File: config.mk
export PLATFORM = sky130hd
export DESIGN_NAME = vchan_select
export DESIGN_NICKNAME = d
export VERILOG_FILES = /design/src/rtl/vsel_pkg.sv /design/src/rtl/vsel_decode.sv /design/src/rtl/vsel_evt.sv /design/src/rtl/vsel_selff.sv /design/src/rtl/vsel_adddet.sv /design/src/rtl/vchan_select.sv
export SDC_FILE = /design/constraint.sdc
export NUM_CORES = 1
export LEC_CHECK = 0
export ABC_CLOCK_PERIOD_IN_PS = 1900
export CORE_AREA = 3 3 40 42
export DETAILED_ROUTE_END_ITERATION = 16
export DIE_AREA = 0 0 43 45
export PLACE_DENSITY = 0.51
export SLEW_MARGIN = 10
export SYNTH_ARGS = -nofsm -noshare
export SYNTH_HDL_FRONTEND = slang
export SYNTH_SLANG_ARGS = --single-unit
File: constraint.sdc
create_clock -name clk -period 1.9 [get_ports clk]
set_input_delay 0.38 -clock clk [delete_from_list [all_inputs] [get_ports clk]]
set_output_delay 0.38 -clock clk [all_outputs]
set_load 0.03 [all_outputs]
File: src/rtl/vsel_pkg.sv
// Package: shared encodings for the vertical channel mode selector.
// Assumes the switch codes below are fixed by the front-panel wiring.
package vsel_pkg;

    typedef enum logic [1:0] {
        CHSW_CH1  = 2'b00,
        CHSW_BOTH = 2'b01,
        CHSW_CH2  = 2'b10,
        CHSW_RSVD = 2'b11
    } chsw_e;

    typedef enum logic [1:0] {
        MODE_ADD  = 2'b00,
        MODE_ALT  = 2'b01,
        MODE_CHOP = 2'b10,
        MODE_RSVD = 2'b11
    } mode_e;

    typedef enum logic [1:0] {
        TOG_NONE  = 2'b00,
        TOG_SWEEP = 2'b01,
        TOG_CHOP  = 2'b10
    } togsrc_e;

    localparam int EVT_SWEEP = 0;
    localparam int EVT_CHOP  = 1;
    localparam int NUM_EVT   = 2;

endpackage

File: src/rtl/vsel_decode.sv
// Module: vsel_decode
// Turns the switch positions into active-low set/clear requests for the
// select flip-flop and picks which timing event, if any, may toggle it.
// Assumes: purely combinational; the caller registers the result.
module vsel_decode
    import vsel_pkg::*;
(
    input  logic    xy_mode,
    input  chsw_e   chan,
    input  mode_e   mode,
    output logic    set_n,
    output logic    clr_n,
    output togsrc_e tog_src
);

    // Decode switch positions; X-Y mode and unused codes request nothing.
    always_comb begin
        set_n   = 1'b1;
        clr_n   = 1'b1;
        tog_src = TOG_NONE;
        if (!xy_mode) begin
            unique case (chan)
                CHSW_CH1: set_n = 1'b0;
                CHSW_CH2: clr_n = 1'b0;
                CHSW_BOTH: begin
                    unique case (mode)
                        MODE_ADD: begin
                            set_n = 1'b0;
                            clr_n = 1'b0;
                        end
                        MODE_ALT:  tog_src = TOG_SWEEP;
                        MODE_CHOP: tog_src = TOG_CHOP;
                        default:   tog_src = TOG_NONE;
                    endcase
                end
                default: ;
            endcase
        end
    end

endmodule

File: src/rtl/vsel_evt.sv
// Module: vsel_evt
// Synchronises one asynchronous timing input through STAGES flops and
// emits a single-cycle pulse on each rising edge of the synchronised level.
// Assumes: STAGES >= 2; the input stays high and low for longer than one
// clock, so that no edge is lost.
module vsel_evt #(
    parameter int STAGES = 2
) (
    input  logic clk,
    input  logic rst_n,
    input  logic evt_in,
    output logic evt_pulse
);

    localparam int LAST = STAGES - 1;

    logic [LAST:0] sync_q;
    logic          prev_q;

    // Shift the raw input through the synchroniser chain.
    always_ff @(posedge clk) begin
        if (!rst_n) sync_q <= '0;
        else        sync_q <= {sync_q[LAST-1:0], evt_in};
    end

    // Remember the last synchronised level for edge detection.
    always_ff @(posedge clk) begin
        if (!rst_n) prev_q <= 1'b0;
        else        prev_q <= sync_q[LAST];
    end

    // Rising edge of the synchronised level.
    assign evt_pulse = sync_q[LAST] & ~prev_q;

    assert_pulse_single_R6: assert property (@(posedge clk) disable iff (!rst_n)
        evt_pulse |=> !evt_pulse)
        else $error("event pulse wider than one cycle");

endmodule

File: src/rtl/vsel_selff.sv
// Module: vsel_selff
// The channel select flip-flop. q is the channel-1 enable and qn the
// channel-2 enable. Set and clear are active low and are sampled on the
// clock. When both are active they override the data path and both outputs
// read high. Otherwise a toggle enable loads d = qn.
// Assumes: reset leaves channel 1 selected.
module vsel_selff (
    input  logic clk,
    input  logic rst_n,
    input  logic set_n,
    input  logic clr_n,
    input  logic tog_en,
    output logic q,
    output logic qn
);

    logic d;

    // The toggle data comes from the inverted output.
    assign d = qn;

    // Priority: reset, then set/clear, then a clocked toggle, else hold.
    always_ff @(posedge clk) begin
        if (!rst_n) begin
            q  <= 1'b1;
            qn <= 1'b0;
        end else if (!set_n || !clr_n) begin
            q  <= !set_n;
            qn <= !clr_n;
        end else if (tog_en) begin
            q  <= d;
            qn <= ~d;
        end
    end

    assert_one_enabled_R12: assert property (@(posedge clk) disable iff (!rst_n)
        (q || qn))
        else $error("no channel enabled");

endmodule

File: src/rtl/vsel_adddet.sv
// Module: vsel_adddet
// Registered detector for the both-enabled condition. The both-low test is
// written as a NAND term. add_en follows it one clock later.
// Assumes: en_a and en_b are already registered.
module vsel_adddet (
    input  logic clk,
    input  logic rst_n,
    input  logic en_a,
    input  logic en_b,
    output logic add_en
);

    logic both_n;

    // NAND of the two enables: low only while both gates are on.
    assign both_n = ~(en_a & en_b);

    // Register the inverted NAND to produce the sum flag.
    always_ff @(posedge clk) begin
        if (!rst_n) add_en <= 1'b0;
        else        add_en <= ~both_n;
    end

    assert_add_rise_R5: assert property (@(posedge clk) disable iff (!rst_n)
        (en_a && en_b) |=> add_en)
        else $error("sum flag missed");

    assert_add_fall_R5: assert property (@(posedge clk) disable iff (!rst_n)
        !(en_a && en_b) |=> !add_en)
        else $error("sum flag spurious");

endmodule

File: src/rtl/vchan_select.sv
// Module: vchan_select (top)
// Vertical channel mode selector. It decodes the switches, synchronises the
// sweep-end and chop timing inputs, steers the chosen event into the select
// flip-flop and flags sum operation.
// Assumes: the switches are quasi-static and need no synchroniser; the
// timing inputs are asynchronous.
module vchan_select
    import vsel_pkg::*;
#(
    parameter int SYNC_STAGES = 2
) (
    input  logic       clk,
    input  logic       rst_n,
    input  logic       xy_mode,
    input  logic [1:0] chan_sw,
    input  logic [1:0] mode_sw,
    input  logic       sweep_end,
    input  logic       chop_clk,
    output logic       ch1_en,
    output logic       ch2_en,
    output logic       add_en
);

    logic [NUM_EVT-1:0] evt_raw;
    logic [NUM_EVT-1:0] evt_pulse;
    logic               set_n;
    logic               clr_n;
    logic               tog_en;
    togsrc_e            tog_src;

    // Gather the timing inputs into one vector for the synchroniser array.
    always_comb begin
        evt_raw            = '0;
        evt_raw[EVT_SWEEP] = sweep_end;
        evt_raw[EVT_CHOP]  = chop_clk;
    end

    genvar gi;
    generate
        for (gi = 0; gi < NUM_EVT; gi++) begin : g_evt
            vsel_evt #(.STAGES(SYNC_STAGES)) u_evt (
                .clk       (clk),
                .rst_n     (rst_n),
                .evt_in    (evt_raw[gi]),
                .evt_pulse (evt_pulse[gi])
            );
        end
    endgenerate

    vsel_decode u_decode (
        .xy_mode (xy_mode),
        .chan    (chsw_e'(chan_sw)),
        .mode    (mode_e'(mode_sw)),
        .set_n   (set_n),
        .clr_n   (clr_n),
        .tog_src (tog_src)
    );

    // Pass only the event that belongs to the active time-shared mode.
    always_comb begin
        unique case (tog_src)
            TOG_SWEEP: tog_en = evt_pulse[EVT_SWEEP];
            TOG_CHOP:  tog_en = evt_pulse[EVT_CHOP];
            default:   tog_en = 1'b0;
        endcase
    end

    vsel_selff u_ff (
        .clk    (clk),
        .rst_n  (rst_n),
        .set_n  (set_n),
        .clr_n  (clr_n),
        .tog_en (tog_en),
        .q      (ch1_en),
        .qn     (ch2_en)
    );

    vsel_adddet u_add (
        .clk    (clk),
        .rst_n  (rst_n),
        .en_a   (ch1_en),
        .en_b   (ch2_en),
        .add_en (add_en)
    );

    assert_ch1_forced_R2: assert property (@(posedge clk) disable iff (!rst_n)
        (!xy_mode && chan_sw == 2'b00) |=> (ch1_en && !ch2_en))
        else $error("channel 1 position not honoured");

    assert_ch2_forced_R3: assert property (@(posedge clk) disable iff (!rst_n)
        (!xy_mode && chan_sw == 2'b10) |=> (!ch1_en && ch2_en))
        else $error("channel 2 position not honoured");

    assert_sum_both_R4: assert property (@(posedge clk) disable iff (!rst_n)
        (!xy_mode && chan_sw == 2'b01 && mode_sw == 2'b00) |=> (ch1_en && ch2_en))
        else $error("sum position did not enable both");

    assert_xy_hold_R9: assert property (@(posedge clk) disable iff (!rst_n)
        xy_mode |=> $stable({ch1_en, ch2_en}))
        else $error("enables moved in X-Y mode");

endmodule

* Word level (Yosys, flattened, before mapping)
Cells that the tools add are included.
** Storage, ports and cells
- Flip-flop bits (word level) :: 9
- Input bits :: 9
- Output and inout port bits :: 3
- Word-level logic and storage cells :: 38
** Cells by class
- Eq/ne operators :: 6
- Muxes and demuxes :: 13
- Bitwise gates (word level) :: 6
- Reduce and logical (&&, ||, !) cells :: 6
** Operators with widths (number)
- two-way mux 1 bit :: 7
- == test 2 x 1 -> 1 bit, second input constant :: 3
- == test 2 bit, second input constant :: 3
- case mux 1 bit (2 select lines) :: 3
- zero test 2 bit :: 2
- two-way mux 2 bit :: 2
- case mux 2 bit (2 select lines) :: 1
- AND 1 bit :: 3
- inverter 1 bit :: 3
- zero test 1 bit :: 2
- nonzero test 2 bit :: 1
- logical OR 1 bit :: 1

* Longest topological paths before layout
- Depth in word-level cells :: 8
- Gate-level depth with buffers :: 8

* Cells and area by module
Synthesis repeated with hierarchy kept, for this count alone.
** Second synthesis, totals
- Cells, all modules :: 38
- Area total of the unflattened synthesis :: 397.9 um2
** By module, submodules not included
- vsel_evt :: instances 2, cells an instance 7, area an instance 92.6 um2, seq. area each 60.1 um2
- vsel_selff :: instances 1, cells an instance 8, area an instance 81.3 um2, seq. area each 40.0 um2
- vsel_decode :: instances 1, cells an instance 8, area an instance 61.3 um2, seq. area each 0.0 um2
- vchan_select :: instances 1, cells an instance 6, area an instance 43.8 um2, seq. area each 0.0 um2
- vsel_adddet :: instances 1, cells an instance 2, area an instance 26.3 um2, seq. area each 20.0 um2

* Worst setup path after synthesis
OpenSTA, ideal clock, no wires.
- Path kind :: input to register
- From :: input port chan_sw[1]
- To :: register u_ff.qn
- Setup time :: 117 ps
- Arrival :: 1612 ps
- Data required time :: 1783 ps
- Slack :: 171 ps
- Stages :: 7
- Path buffers :: 0
- Path through :: nor2_1 -> and4b_1 -> ha_1 -> and4bb_1 -> nor2_4 -> xnor2_1 -> a22o_1
** Between the ends
- Cells in the longest elaborated chain, start to end :: 6
- Elaborated cells on any way between the ends :: 17
- Classes of those cells :: 4 x eq/ne; 8 x mux; 5 x reduce/logical
** RTL lines
- start, declared :: line vchan_select.sv:15 : input logic [1:0] chan_sw,
- == test 2 x 1 -> 1 bit, or another cell as far along :: line vsel_decode.sv:22 : unique case (chan)
- two-way mux 2 bit or case mux 1 bit (2 select lines) (tied branches) :: line vsel_decode.sv:22
- two-way mux 2 bit or two-way mux 1 bit (tied branches) :: line vsel_decode.sv:21 : if (!xy_mode) begin
- == test 2 bit, or another cell as far along :: line vchan_select.sv:61 : unique case (tog_src)
- case mux 1 bit (2 select lines) or logical OR 1 bit (tied branches) :: line vchan_select.sv:61, vsel_selff.sv:27
- nonzero test 2 bit (no source line) or two-way mux 1 bit (tied branches)
- end signal, assigned :: line vsel_selff.sv:29 : qn <= !clr_n;
- end signal, assigned :: line vsel_selff.sv:32 : qn <= ~d;
- end, declared :: line vsel_selff.sv:14 : output logic qn
Several ways; a longest one is shown, not always the timed one.
A chain may end at the register's enable or synchronous reset.

* Final worst setup path
- From :: input port xy_mode
- To :: register u_ff.qn
** Between the ends
- Cells in the longest elaborated chain, start to end :: 4
- Elaborated cells on any way between the ends :: 11
- Classes of those cells :: 2 x eq/ne; 5 x mux; 4 x reduce/logical
** RTL lines
- start, declared :: line vchan_select.sv:14 : input logic xy_mode,
- two-way mux 2 bit or two-way mux 1 bit (tied branches) :: line vsel_decode.sv:21
- == test 2 bit, or another cell as far along :: line vchan_select.sv:61
- case mux 1 bit (2 select lines) or logical OR 1 bit (tied branches) :: line vchan_select.sv:61, vsel_selff.sv:27
- nonzero test 2 bit (no source line) or two-way mux 1 bit (tied branches)
Several ways; a longest one is shown, not always the timed one.

==> flow_metrics.env <==
export IMPL_syn_inst=37
export IMPL_finalHoldViolCount=0
export IMPL_r2r_slack_ps=820
export IMPL_crit_type="primary input to flop"
export IMPL_grt_pass1_vias=317
export IMPL_final_net_count=69
export IMPL_path_max_fanout=3
export IMPL_routedWlPerCell_um=10.6
export IMPL_cts_clk_slew_worst_paths_ps=50
export IMPL_tightest_slew_ps=317
export IMPL_hold_path_depth=1
export IMPL_pin_count=12
export IMPL_dpl_cell_count=68
export IMPL_n_antenna_cell=0
export IMPL_cp_arrival_ps=1950
export IMPL_syn_to_final_growth_pct=51.5
export IMPL_yosysMostFrequentCell="dfxtp_1"
export IMPL_finalCritPeriodShare_pct=95.1
export IMPL_synth_warnings=0
export IMPL_drc=0
export IMPL_p_sw_share_pct=21.3
export IMPL_critPathLaunchType="primary input"
export IMPL_avgSynthCellArea_um2=10.3
export IMPL_p_seq_share_pct=50.9
export IMPL_outcome="completed"
export IMPL_fp_dieW_um=43
export IMPL_slew_viol_final=0
export IMPL_dieArea_mm2=0.00194
export IMPL_portBuffers=11
export IMPL_pwr_share_comb_pct=14.5
export IMPL_track_usage_pct=9.33
export IMPL_cell_internal_pwr_uw=310
export IMPL_grt_max_degree=10
export IMPL_fillerInstances=135
export IMPL_ff2ff_path_depth=4
export IMPL_hold_path_end="g_evt[1].u_evt.sync_q[1]"
export IMPL_synth_area_top_cells="dfxtp_1, and2_1, and4bb_1"
export IMPL_setup_viol=0
export IMPL_cts_tree="done"
export IMPL_drv_cap=0
export IMPL_maxSlewHeadroom_pct=78.8
export IMPL_synth_edf_count=0
export IMPL_min_from="g_evt[1].u_evt.sync_q[0]"
export IMPL_drive_gt1_share_pct=19.3
export IMPL_synthFlopType="dfxtp_1"
export IMPL_die_h_um=45
export IMPL_ant_nets=0
export IMPL_fin_cells=72
export IMPL_gp_congestion=0.798
export IMPL_drt_iter0_markers=0
export IMPL_finalPower_uw=394
export IMPL_clk_latency_ps=250
export IMPL_initial_utilization_pct=29.7
export IMPL_num_rows=13
export IMPL_htreeDepth=1
export IMPL_fin_util_pct=45.0
export IMPL_leakage_uw=0.000270
export IMPL_netlist_area_leader_share_pct=47.2
export IMPL_power_switching_uw=84.0
export IMPL_clock_fmax_mhz=554
export IMPL_synth_nets=48
export IMPL_synthDistinctLibCells=17
export IMPL_first_pass_iters=1
export IMPL_skew_ps=0.400
export IMPL_vias_per_cell=4.40
export IMPL_clock_sinks=9
export IMPL_yosysTopAreaCell="dfxtp_1"
export IMPL_critPathCaptureType="flop"
export IMPL_dp_hpwl_um=601
export IMPL_antenna_found_initial=0
export IMPL_rsz0062_at_grt="no"
export IMPL_min_period_ps=1810
export IMPL_grt_pass1_wl_mm=1.28
export IMPL_async_flop_share_pct=0
export IMPL_cellPowerDensity_mw_per_mm2=682
export IMPL_grt_overflow=0
export IMPL_crit_required_ps=2040
export IMPL_netlist_top_cells_count="dfxtp_1, and2_1, nor2_1"
export IMPL_routed_wirelength_um=760
export IMPL_synth_area_um2=382
export IMPL_cts_made_buffers=3
export IMPL_min_path_type="flop to flop"
export IMPL_p_clk_share_pct=34.6
export IMPL_dr_total_vias=317
export IMPL_post_cts_buffers=0
export IMPL_coreArea_mm2=0.00128
export IMPL_vdd_drop_max_uv=295
export IMPL_ys_seq_elements=9
export IMPL_cts_buffer_depth=2
export IMPL_reg2reg_from="g_evt[1].u_evt.prev_q"
export IMPL_ys_seq_area_share_pct=47.2
export IMPL_worstReg2RegEnd="u_ff.qn"
export IMPL_cts_root_buf="clkbuf_4"
[what timing repair did]
| action | CTS | global route |
|---|---|---|
| cloned | 0 | 0 |
| pin swaps | 3 | 3 |
| gates resized for setup | 8 | 0 |
| endpoints found under the setup margin | 2 | 1 |
| hold buffers | 0 | 0 |
[area by class of cell]
cell class / count / area (µm²) / area share, %
multi-input cells: 26 / 204 / 35.3
flip-flops and latches: 9 / 180 / 31.2
repair buffers: 16 / 141 / 24.5
clock buffers: 4 / 26.3 / 4.55
well taps: 15 / 18.8 / 3.25
inverters: 2 / 7.51 / 1.30
[state kept, by name (all words and copies together), names as in the netlist]
| register | count |
|---|---|
| u_ff.q | 1 |
| g_evt.u_evt.sync_q | 4 |
| u_ff.qn | 1 |
| g_evt.u_evt.prev_q | 2 |
| u_add.add_en | 1 |
[per-layer routing]
| layer | vias up | share of wire (%) | track usage, % |
|---|---|---|---|
| met5 | - | 0 | 0 |
| met2 | 9 | 52 | 16.2 |
| met3 | 2 | 5.3 | 2.39 |
| li1 | 165 | - | - |
| met4 | 0 | 0.53 | 9.04 |
| met1 | 141 | 43 | 8.94 |
[power by group through the flow]
stage / clock network (µW) / registers, µW / logic (µW)
6_report: 136 / 201 / 57.1
5_1_grt: 158 / 202 / 62.5
4_1_cts: 147 / 201 / 58.0
3_5_place_dp: 0 / 205 / 59.0
3_3_place_gp: 0 / 205 / 57.1
2_1_floorplan: 0 / 211 / 14.9
[cells by family (layout without fill, tap and decap cells)]
family	Yosys count	after routing	share of synthesized area, %
simple gates	17	17	31.1
flops	9	9	47.2
compound gates	5	5	8.20
fa+ha+maj	2	2	6.56
buf+inv	2	22	1.97
xor+xnor	1	1	2.30
mux	1	1	2.62
[critical path, cell delays in order]
cell	delay, ps
dlygate4sd2_1	260
nor2_2	150
and4b_1	230
ha_1	240
and4bb_1	310
nor2_4	60
xnor2_1	120
a22o_1	190
[how the worst max path moves through the flow]
stage	endpoint	from	cells past startpoint	slack (ps)
5_1_grt	u_ff.qn	xy_mode	8	3
4_1_cts	u_ff.qn	xy_mode	8	70
3_5_place_dp	u_ff.qn	chan_sw[0]	8	-420
2_1_floorplan	u_ff.qn	chan_sw[1]	7	170
3_3_place_gp	u_ff.qn	chan_sw[1]	8	-370
6_report	u_ff.qn	xy_mode	8	90
[through the flow]
step / hold slack (ps) / area (µm²) / setup slack (ps) / setup TNS [ps]
after floorplan: 412 / 382 / 171 / 0
after global placement: 416 / 548 / -373 / -707
after detailed placement: 417 / 548 / -417 / -804
after CTS: 430 / 578 / 66.7 / 0
after global routing: 444 / 578 / 3.44 / 0
final: 429 / 578 / 93.6 / 0
[layout by cell type, fill, tap and decap left out, drive strengths merged, types with 2 or more instances in the layout]
cell type / netlist / routed
dfxtp: 9 / 9
and2: 6 / 6
clkdlybuf4s50: 0 / 6
dlygate4sd2: 0 / 5
buf: 0 / 5
clkbuf: 0 / 4
nor2: 4 / 4
inv: 2 / 2
o21ai: 2 / 2
and4bb: 2 / 2
ha: 2 / 2
nor2b: 2 / 2
Note: power is estimated with default switching activity, not from simulation.
